**src/rtl/aslp_pkg.sv**
```systemverilog
package aslp_pkg;

    typedef enum logic [1:0] {
        MODE_STBY  = 2'd0,
        MODE_WAKE  = 2'd1,
        MODE_SLEEP = 2'd2
    } aslp_mode_e;

    typedef struct packed {
        aslp_mode_e mode;
        logic       flag;
    } aslp_fsm_st_t;

endpackage

```
**src/rtl/aslp_evt_reduce.sv**
```systemverilog
module aslp_evt_reduce #(
    parameter int N_EVT = 8
) (
    input  logic [N_EVT-1:0] evt,
    input  logic [N_EVT-1:0] wake_mask,
    output logic             any_evt,
    output logic             any_wake
);
    // OR chains built bit by bit so the width follows N_EVT
    logic [N_EVT:0] act_chain;
    logic [N_EVT:0] wake_chain;

    assign act_chain[0]  = 1'b0;
    assign wake_chain[0] = 1'b0;

    for (genvar i = 0; i < N_EVT; i++) begin : g_bit
        assign act_chain[i+1]  = act_chain[i]  | evt[i];
        assign wake_chain[i+1] = wake_chain[i] | (evt[i] & wake_mask[i]);
    end

    assign any_evt  = act_chain[N_EVT];
    assign any_wake = wake_chain[N_EVT];
endmodule

```
**src/rtl/aslp_inact_cnt.sv**
```systemverilog
module aslp_inact_cnt #(
    parameter int CNT_W = 8
) (
    input  logic             clk,
    input  logic             rst_n,
    input  logic             load,
    input  logic             dec,
    input  logic [CNT_W-1:0] limit,
    output logic             expired
);
    localparam logic [CNT_W-1:0] ZERO = '0;
    localparam logic [CNT_W-1:0] ONE  = CNT_W'(1);

    typedef struct packed {
        logic [CNT_W-1:0] cnt;
    } cnt_st_t;

    cnt_st_t st_d, st_q;

    always_comb begin
        st_d = st_q;
        if (load) begin
            st_d.cnt = limit;
        end else if (dec && (st_q.cnt != ZERO)) begin
            st_d.cnt = st_q.cnt - ONE;
        end
    end

    always_ff @(posedge clk or negedge rst_n) begin
        if (!rst_n) begin
            st_q <= '0;
        end else begin
            st_q <= st_d;
        end
    end

    assign expired = (st_q.cnt == ZERO);
endmodule

```
**src/rtl/aslp_mode_fsm.sv**
```systemverilog
module aslp_mode_fsm
    import aslp_pkg::*;
(
    input  logic       clk,
    input  logic       rst_n,
    input  logic       en,
    input  logic       tick,
    input  logic       any_evt,
    input  logic       any_wake,
    input  logic       expired,
    input  logic       limit_zero,
    input  logic       rd,
    output aslp_mode_e mode,
    output logic       flag
);
    aslp_fsm_st_t st_d, st_q;
    logic         set_trans;

    always_comb begin
        st_d      = st_q;
        set_trans = 1'b0;
        if (!en) begin
            st_d.mode = MODE_STBY;
            st_d.flag = 1'b0;
        end else begin
            unique case (st_q.mode)
                MODE_STBY: st_d.mode = MODE_WAKE;
                MODE_WAKE: begin
                    if (tick && !any_evt && expired && !limit_zero) begin
                        st_d.mode = MODE_SLEEP;
                        set_trans = 1'b1;
                    end
                end
                MODE_SLEEP: begin
                    if (any_wake) begin
                        st_d.mode = MODE_WAKE;
                        set_trans = 1'b1;
                    end
                end
                default: st_d.mode = MODE_STBY;
            endcase
            // a new transition outranks a read in the same cycle
            st_d.flag = set_trans | (st_q.flag & ~rd);
        end
    end

    always_ff @(posedge clk or negedge rst_n) begin
        if (!rst_n) begin
            st_q <= '{mode: MODE_STBY, flag: 1'b0};
        end else begin
            st_q <= st_d;
        end
    end

    assign mode = st_q.mode;
    assign flag = st_q.flag;
endmodule

```
**src/rtl/aslp_ctrl.sv**
```systemverilog
module aslp_ctrl
    import aslp_pkg::*;
#(
    parameter int N_EVT = 8,
    parameter int CNT_W = 8,
    parameter int ODR_W = 3
) (
    input  logic             clk,
    input  logic             rst_n,
    input  logic             en,
    input  logic             tick,
    input  logic [N_EVT-1:0] evt,
    input  logic [N_EVT-1:0] wake_mask,
    input  logic [CNT_W-1:0] limit,
    input  logic [ODR_W-1:0] odr_wake,
    input  logic [ODR_W-1:0] odr_sleep,
    input  logic             mode_rd,
    output logic [1:0]       mode,
    output logic [ODR_W-1:0] odr_sel,
    output logic             trans_flag
);
    logic       any_evt;
    logic       any_wake;
    logic       expired;
    logic       cnt_load;
    logic       cnt_dec;
    aslp_mode_e cur_mode;

    aslp_evt_reduce #(.N_EVT(N_EVT)) u_reduce (
        .evt      (evt),
        .wake_mask(wake_mask),
        .any_evt  (any_evt),
        .any_wake (any_wake)
    );

    // outside active mode the counter tracks the limit so it is primed on wake
    assign cnt_load = (cur_mode != MODE_WAKE) | any_evt;
    assign cnt_dec  = tick & (cur_mode == MODE_WAKE);

    aslp_inact_cnt #(.CNT_W(CNT_W)) u_cnt (
        .clk    (clk),
        .rst_n  (rst_n),
        .load   (cnt_load),
        .dec    (cnt_dec),
        .limit  (limit),
        .expired(expired)
    );

    aslp_mode_fsm u_fsm (
        .clk       (clk),
        .rst_n     (rst_n),
        .en        (en),
        .tick      (tick),
        .any_evt   (any_evt),
        .any_wake  (any_wake),
        .expired   (expired),
        .limit_zero(limit == '0),
        .rd        (mode_rd),
        .mode      (cur_mode),
        .flag      (trans_flag)
    );

    assign mode    = cur_mode;
    assign odr_sel = (cur_mode == MODE_SLEEP) ? odr_sleep : odr_wake;
endmodule

```
**config.mk**
```make
export PLATFORM = sky130hd
export DESIGN_NAME = aslp_ctrl
export DESIGN_NICKNAME = d
export VERILOG_FILES = /design/src/rtl/aslp_pkg.sv /design/src/rtl/aslp_evt_reduce.sv /design/src/rtl/aslp_inact_cnt.sv /design/src/rtl/aslp_mode_fsm.sv /design/src/rtl/aslp_ctrl.sv
export SDC_FILE = /design/constraint.sdc
export NUM_CORES = 1
export LEC_CHECK = 0
export ABC_CLOCK_PERIOD_IN_PS = 2300
export BUFFER_PORTS_ARGS = -buffer_cell sky130_fd_sc_hd__buf_2
export CORE_ASPECT_RATIO = 0.9
export CORE_UTILIZATION = 40
export DETAILED_ROUTE_END_ITERATION = 6
export PLACE_DENSITY = 0.73
export SETUP_SLACK_MARGIN = 0.2
export SYNTH_ARGS = -nofsm -noshare
export SYNTH_HDL_FRONTEND = slang
export SYNTH_SLANG_ARGS = --single-unit
```
**constraint.sdc**
```tcl
create_clock -name clk -period 2.3 [get_ports clk]
set_input_delay 0.115 -clock clk [delete_from_list [all_inputs] [get_ports clk]]
set_output_delay 0.115 -clock clk [all_outputs]
set_load 0.02 [all_outputs]
```
# Yosys cells after proc, flatten, opt, wreduce, memory -nomap -nowiden
# Index checks and enable logic that the tools add are counted.
[totals] out_inout_bits=6 register_bits=11 in_bits=35 word_cells=59
[op_classes] n_bitwise=27 reduce_logical=12 addsub=1 n_eq_ne=5 n_mux=11
[ops] cell="8-bit zero test" n=2
[ops] cell="8-bit 2-to-1 mux" n=2
[ops] cell="1-bit bitwise OR" n=16
[ops] cell="1-bit AND" n=10
[ops] cell="8-bit nonzero test" n=1
[ops] cell="8-bit by 1-bit subtractor with 8-bit output, second input constant" n=1
[ops] cell="3-bit 2-to-1 mux" n=2
[ops] cell="2-bit case mux with 3 select lines" n=1
[ops] cell="1-bit logical AND" n=4
[ops] cell="2-bit 2-to-1 mux" n=2
[ops] cell="1-bit 2-to-1 mux" n=3
[ops] cell="3-bit by 2-bit inequality test with 1-bit output, second input constant" n=1
[ops] cell="3-bit inequality test, second input constant" n=1
[ops] cell="2-bit by 1-bit equality test with 1-bit output, second input constant" n=1
[ops] cell="2-bit equality test, second input constant" n=1
[ops] cell="1-bit zero test" n=2
[ops] cell="2-bit zero test" n=1
[ops] cell="2-bit by 1-bit inequality test with 1-bit output, second input constant" n=1
[ops] cell="1-bit case mux with 2 select lines" n=1
[ops] cell="2-bit AND reduction" n=1
[ops] cell="2-bit nonzero test" n=1
[ops] cell="1-bit inverter" n=1

# Longest topological paths before layout
[depth] ltp_word=16 depth_mapped=7 mapped_depth_nobuf=7

# Cells and area by module
# From an unflattened synthesis, not the netlist that was laid out.
[unflattened] hier_cells=96 area_unflattened_um2=875.8
[modules_own_cells] module="aslp_inact_cnt" n_inst=1 cells_per_inst=58 area_per_inst_um2=528.0 seq_area_each_um2=200.2
[modules_own_cells] module="aslp_mode_fsm" n_inst=1 cells_per_inst=21 area_per_inst_um2=219.0 seq_area_each_um2=75.1
[modules_own_cells] module="aslp_ctrl" n_inst=1 cells_per_inst=9 area_per_inst_um2=76.3 seq_area_each_um2=0.0
[modules_own_cells] module="aslp_evt_reduce" n_inst=1 cells_per_inst=8 area_per_inst_um2=52.6 seq_area_each_um2=0.0

# Worst setup path after synthesis
# Ideal clock, no wire load.
[synth_timing] path_type="register to register" startpoint="register u_cnt.st_q[0] (netlist name)" endpoint="register u_fsm.st_q (netlist bit u_fsm.mode[0])" period_less_slack_ns=2.001 stages_incl_launch_ff=7 t_arrival_ns=1.880 setup_slack_ns=0.299 n_path_buf=0 cell_sequence="dfrtp_1 inv_1 ha_1 or4b_4 a2111o_1 a211o_1 o211a_1"
[synth_via] elab_chain_cells=5
[synth_lines] element="start: declaration" line_no="aslp_inact_cnt.sv:18" source="cnt_st_t st_d, st_q;"
[synth_lines] element="start signal: assignment" line_no="aslp_inact_cnt.sv:33" source="st_q <= st_d;"
[synth_lines] element="8-bit zero test" line_no="aslp_inact_cnt.sv:37" source="assign expired = (st_q.cnt == ZERO);"
[synth_lines] element="1-bit logical AND (2 in a row)" line_no="aslp_mode_fsm.sv:29" source="if (tick && !any_evt && expired && !limit_zero) begin"
[synth_lines] element="3-bit by 2-bit inequality test with 1-bit output (no source line)"
[synth_lines] element="2-bit AND reduction (no source line)"
[synth_lines] element="end signal: assignment" line_no="aslp_mode_fsm.sv:49" source="st_q <= '{mode: MODE_STBY, flag: 1'b0};"
[synth_lines] element="end signal: assignment" line_no="aslp_mode_fsm.sv:51" source="st_q <= st_d;"
[synth_lines] element="end: declaration" line_no="aslp_mode_fsm.sv:16" source="aslp_fsm_st_t st_d, st_q;"
# Every way passes these cells.
# A chain may end at the register's enable or synchronous reset.

# Worst setup path in the final report
[layout_timing] startpoint="register u_cnt.st_q[1] (netlist name)" endpoint="register u_fsm.st_q (netlist bit u_fsm.mode[0])"
# Same word-level chain as after synthesis.

==> results_dict.tcl <==
set metrics [dict create \
    wl_mm 1.836 \
    combPwrFrac_pct 44.2 \
    synth_area_leaders "dfrtp_1 36%, ha_1 8.1%, xnor2_1 6.8%" \
    root_buffer "clkbuf_4" \
    htree_num_levels 1 \
    drc 0 \
    crit_path_start_kind "flop" \
    drt_iter0_markers 14 \
    p_int_mw 0.4326 \
    num_vias 788 \
    powerDensity_mw_per_mm2 646.1 \
    layout_common_cells "40 x buf_2, 13 x nand2_1, 11 x dfrtp_1" \
    crit_chain "inv_1 > ha_1 > or4b_4 > a2111o_1 > a211o_1 > o211a_1" \
    firstDrtPassIters 4 \
    cts_max_path_buffers 2 \
    clockPowerShare_pct 19.8 \
    finClkSkew_ns 0.001373 \
    fp.dieW_microns 48.20 \
    synth_top_area_share_pct 35.83 \
    cts_tree "yes" \
    synth_warnings 0 \
    tightest_slew_ns 0.4832 \
    ioPinCount 41 \
    outcome "finished, final reports clean" \
    syn_avg_cell_area_sq_um 9.038 \
    irDropWorstVdd_mv 0.3327 \
    met2_wirelength_microns 894 \
    antennaDiodeCount 0 \
    drive_gt1_share_pct 40.00 \
    synthCells 85 \
    via_per_inst 5.117 \
    route.met3.wl_microns 111 \
    cts_buffers 3 \
    clkTransAtPathRegs_ns 0.07 \
    synth-seq-area-share_pct 35.83 \
    grt_setup_unrepaired "false" \
    die-area_sq_mm 0.002100 \
    antenna_found_initial 0 \
    cpMaxStageDelayCell "or4b_4" \
    path_max_fanout 4 \
    setup_violations 0 \
    synthArstFlopShare_pct 100.0 \
    route.top_layer_used "met4" \
    timing.setup.tns_ns 0 \
    hpwlAfterDp_mm 1.486 \
    post-route-period-util_pct 87.61 \
    routedWlPerCell_microns 11.92 \
    core_area_sq_mm 0.001734 \
    clock_latency_ns 0.27 \
    portBuffers 40 \
    cpPeakStageDelay_ns 0.49 \
    max-slew-margin-rel_pct 67.69 \
    clkSinkCount 11 \
    grt_pass1_wl_mm 2.829 \
    final_max_slew_viol_count 0 \
    yosysUniqueCellTypes 26 \
    grt_pass1_vias 721 \
    gp_congestion 0.7982 \
    yosys.area.top_type "dfrtp_1" \
    nNetsFinal 171 \
    maxCapViolCount 0 \
    start_util_pct 44.30 \
    area_growth_pct 36.48 \
    fmax_ghz 0.4963 \
    grt_usage_pct 19.65 \
    dieHeight_microns 43.58 \
    core.rowCount 14 \
    grt_max_degree 16 \
    syn-cell-area_sq_um 768.2 \
    post-route-min-period_ns 2.015 \
    syn_nets 125 \
    arrival_ns 2.18 \
    switchingPower_mw 0.2449 \
    crit_type "reg2reg" \
    hold_path.class "in2reg" \
    synth_edf_count 0 \
    switching_share_pct 36.14 \
    power_mw 0.6775 \
    p_seq_share_pct 36.0 \
    cp.required_ns 2.46 \
    crit_path_end_kind "flop" \
    drt-met1-wl_microns 809 \
    antenna_left 0 \
    p_leak_nw 0.5040 \
    synth_top_flop_cell "dfrtp_1" \
    mostFrequentLayoutCell "buf_2" \
    ys_ff_latch 11 \
    finalHoldViolCount 0 \
    grt.overflow.total 0 \
]
## per-stage QoR
stage	setup slack (ns)	cells	area, sq um	util, %	hold WS, ns
after floorplan	0.2994	85	768.2	-	-0.1806
after global placement	0.2671	148	994.7	57.36	-0.004732
after detailed placement	0.1919	148	994.7	57.36	-0.001612
after global routing	0.2121	154	1049	60.46	0.06958
final	0.2850	154	1049	60.46	0.05988
after CTS	0.1972	153	1037	59.81	0.05891
## flip-flops by register name (all words and copies together) (netlist names)
signal / cells
u_cnt.st_q: 8
u_fsm.mode: 2
u_fsm.flag: 1
## synth_stat cells, drive strengths merged, types with 4 or more instances
cell type,instances
xnor2,6
o21ai,10
ha,5
dfrtp,11
mux2,4
inv,7
nor4,7
nand2,13
## routing by layer
metal / GRT usage (%) / up-vias
li1: - / 401
met1: 23.58 / 357
met2: 32.27 / 28
met3: 7.500 / 2
met4: 5.000 / 0
met5: 0 / -
## critical path: cells and delay by family, from the launching register on
family          cells  cell delay, ns
compound gates      3            0.78
simple gates        1            0.49
flops               1            0.41
fa+ha+maj           1            0.16
buf+inv             1            0.07
## path summary, 6_finish.rpt
kind / depth (start not counted) / to / startpoint / slack, ns
max in group asynchronous: 2 / u_cnt.st_q[3] / rst_n / 1.86
worst min register to register: 2 / u_fsm.flag / u_fsm.flag / 0.54
worst max-delay path: 6 / u_fsm.mode[0] / u_cnt.st_q[1] / 0.29
worst min-delay path: 3 / u_cnt.st_q[6] / limit[6] / 0.06
min in group asynchronous: 2 / u_cnt.st_q[4] / rst_n / 0.24
worst max register to register: 6 / u_fsm.mode[0] / u_cnt.st_q[1] / 0.29
## what timing repair did
item / 4_1_cts / 5_1_grt
resized for setup: 1 / 2
hold buffers: 1 / 0
hold endpoints to repair: 11 / 0
pin swaps: 0 / 2
setup endpoints to repair: 2 / 8
cloned: 0 / 0
buffers inserted: 0 / 1
## power groups by stage
stage | logic (mW) | registers [mW] | clock network [mW]
floorplan | 0.162 | 0.265 | 0
global placement | 0.265 | 0.248 | 0
detailed placement | 0.272 | 0.248 | 0
CTS | 0.283 | 0.244 | 0.138
global route | 0.331 | 0.248 | 0.153
finish | 0.299 | 0.244 | 0.134
## area by class of cell
type                       count  area [sq um]
inverter                       7         26.28
tap                           24         30.03
timing repair buffer          42         217.7
multi-input combinational     66         473.0
sequential                    11         275.3
clock buffer                   4         26.28
fill                         156         685.7
## logic make-up (layout without fill, tap and decap cells)
| logic type | Yosys count | count (layout) | share of synthesized area [%] |
|---|---|---|---|
| adders and majority gates | 5 | 5 | 8.143 |
| DFF | 11 | 11 | 35.83 |
| buffers and inverters | 8 | 53 | 3.909 |
| AOI/OAI and AO/OA | 19 | 19 | 16.94 |
| muxes | 5 | 5 | 7.166 |
| xor gates and xnor gates | 7 | 7 | 7.981 |
| and+or+nand+nor | 30 | 30 | 20.03 |
(Power assumes the default switching activity.)
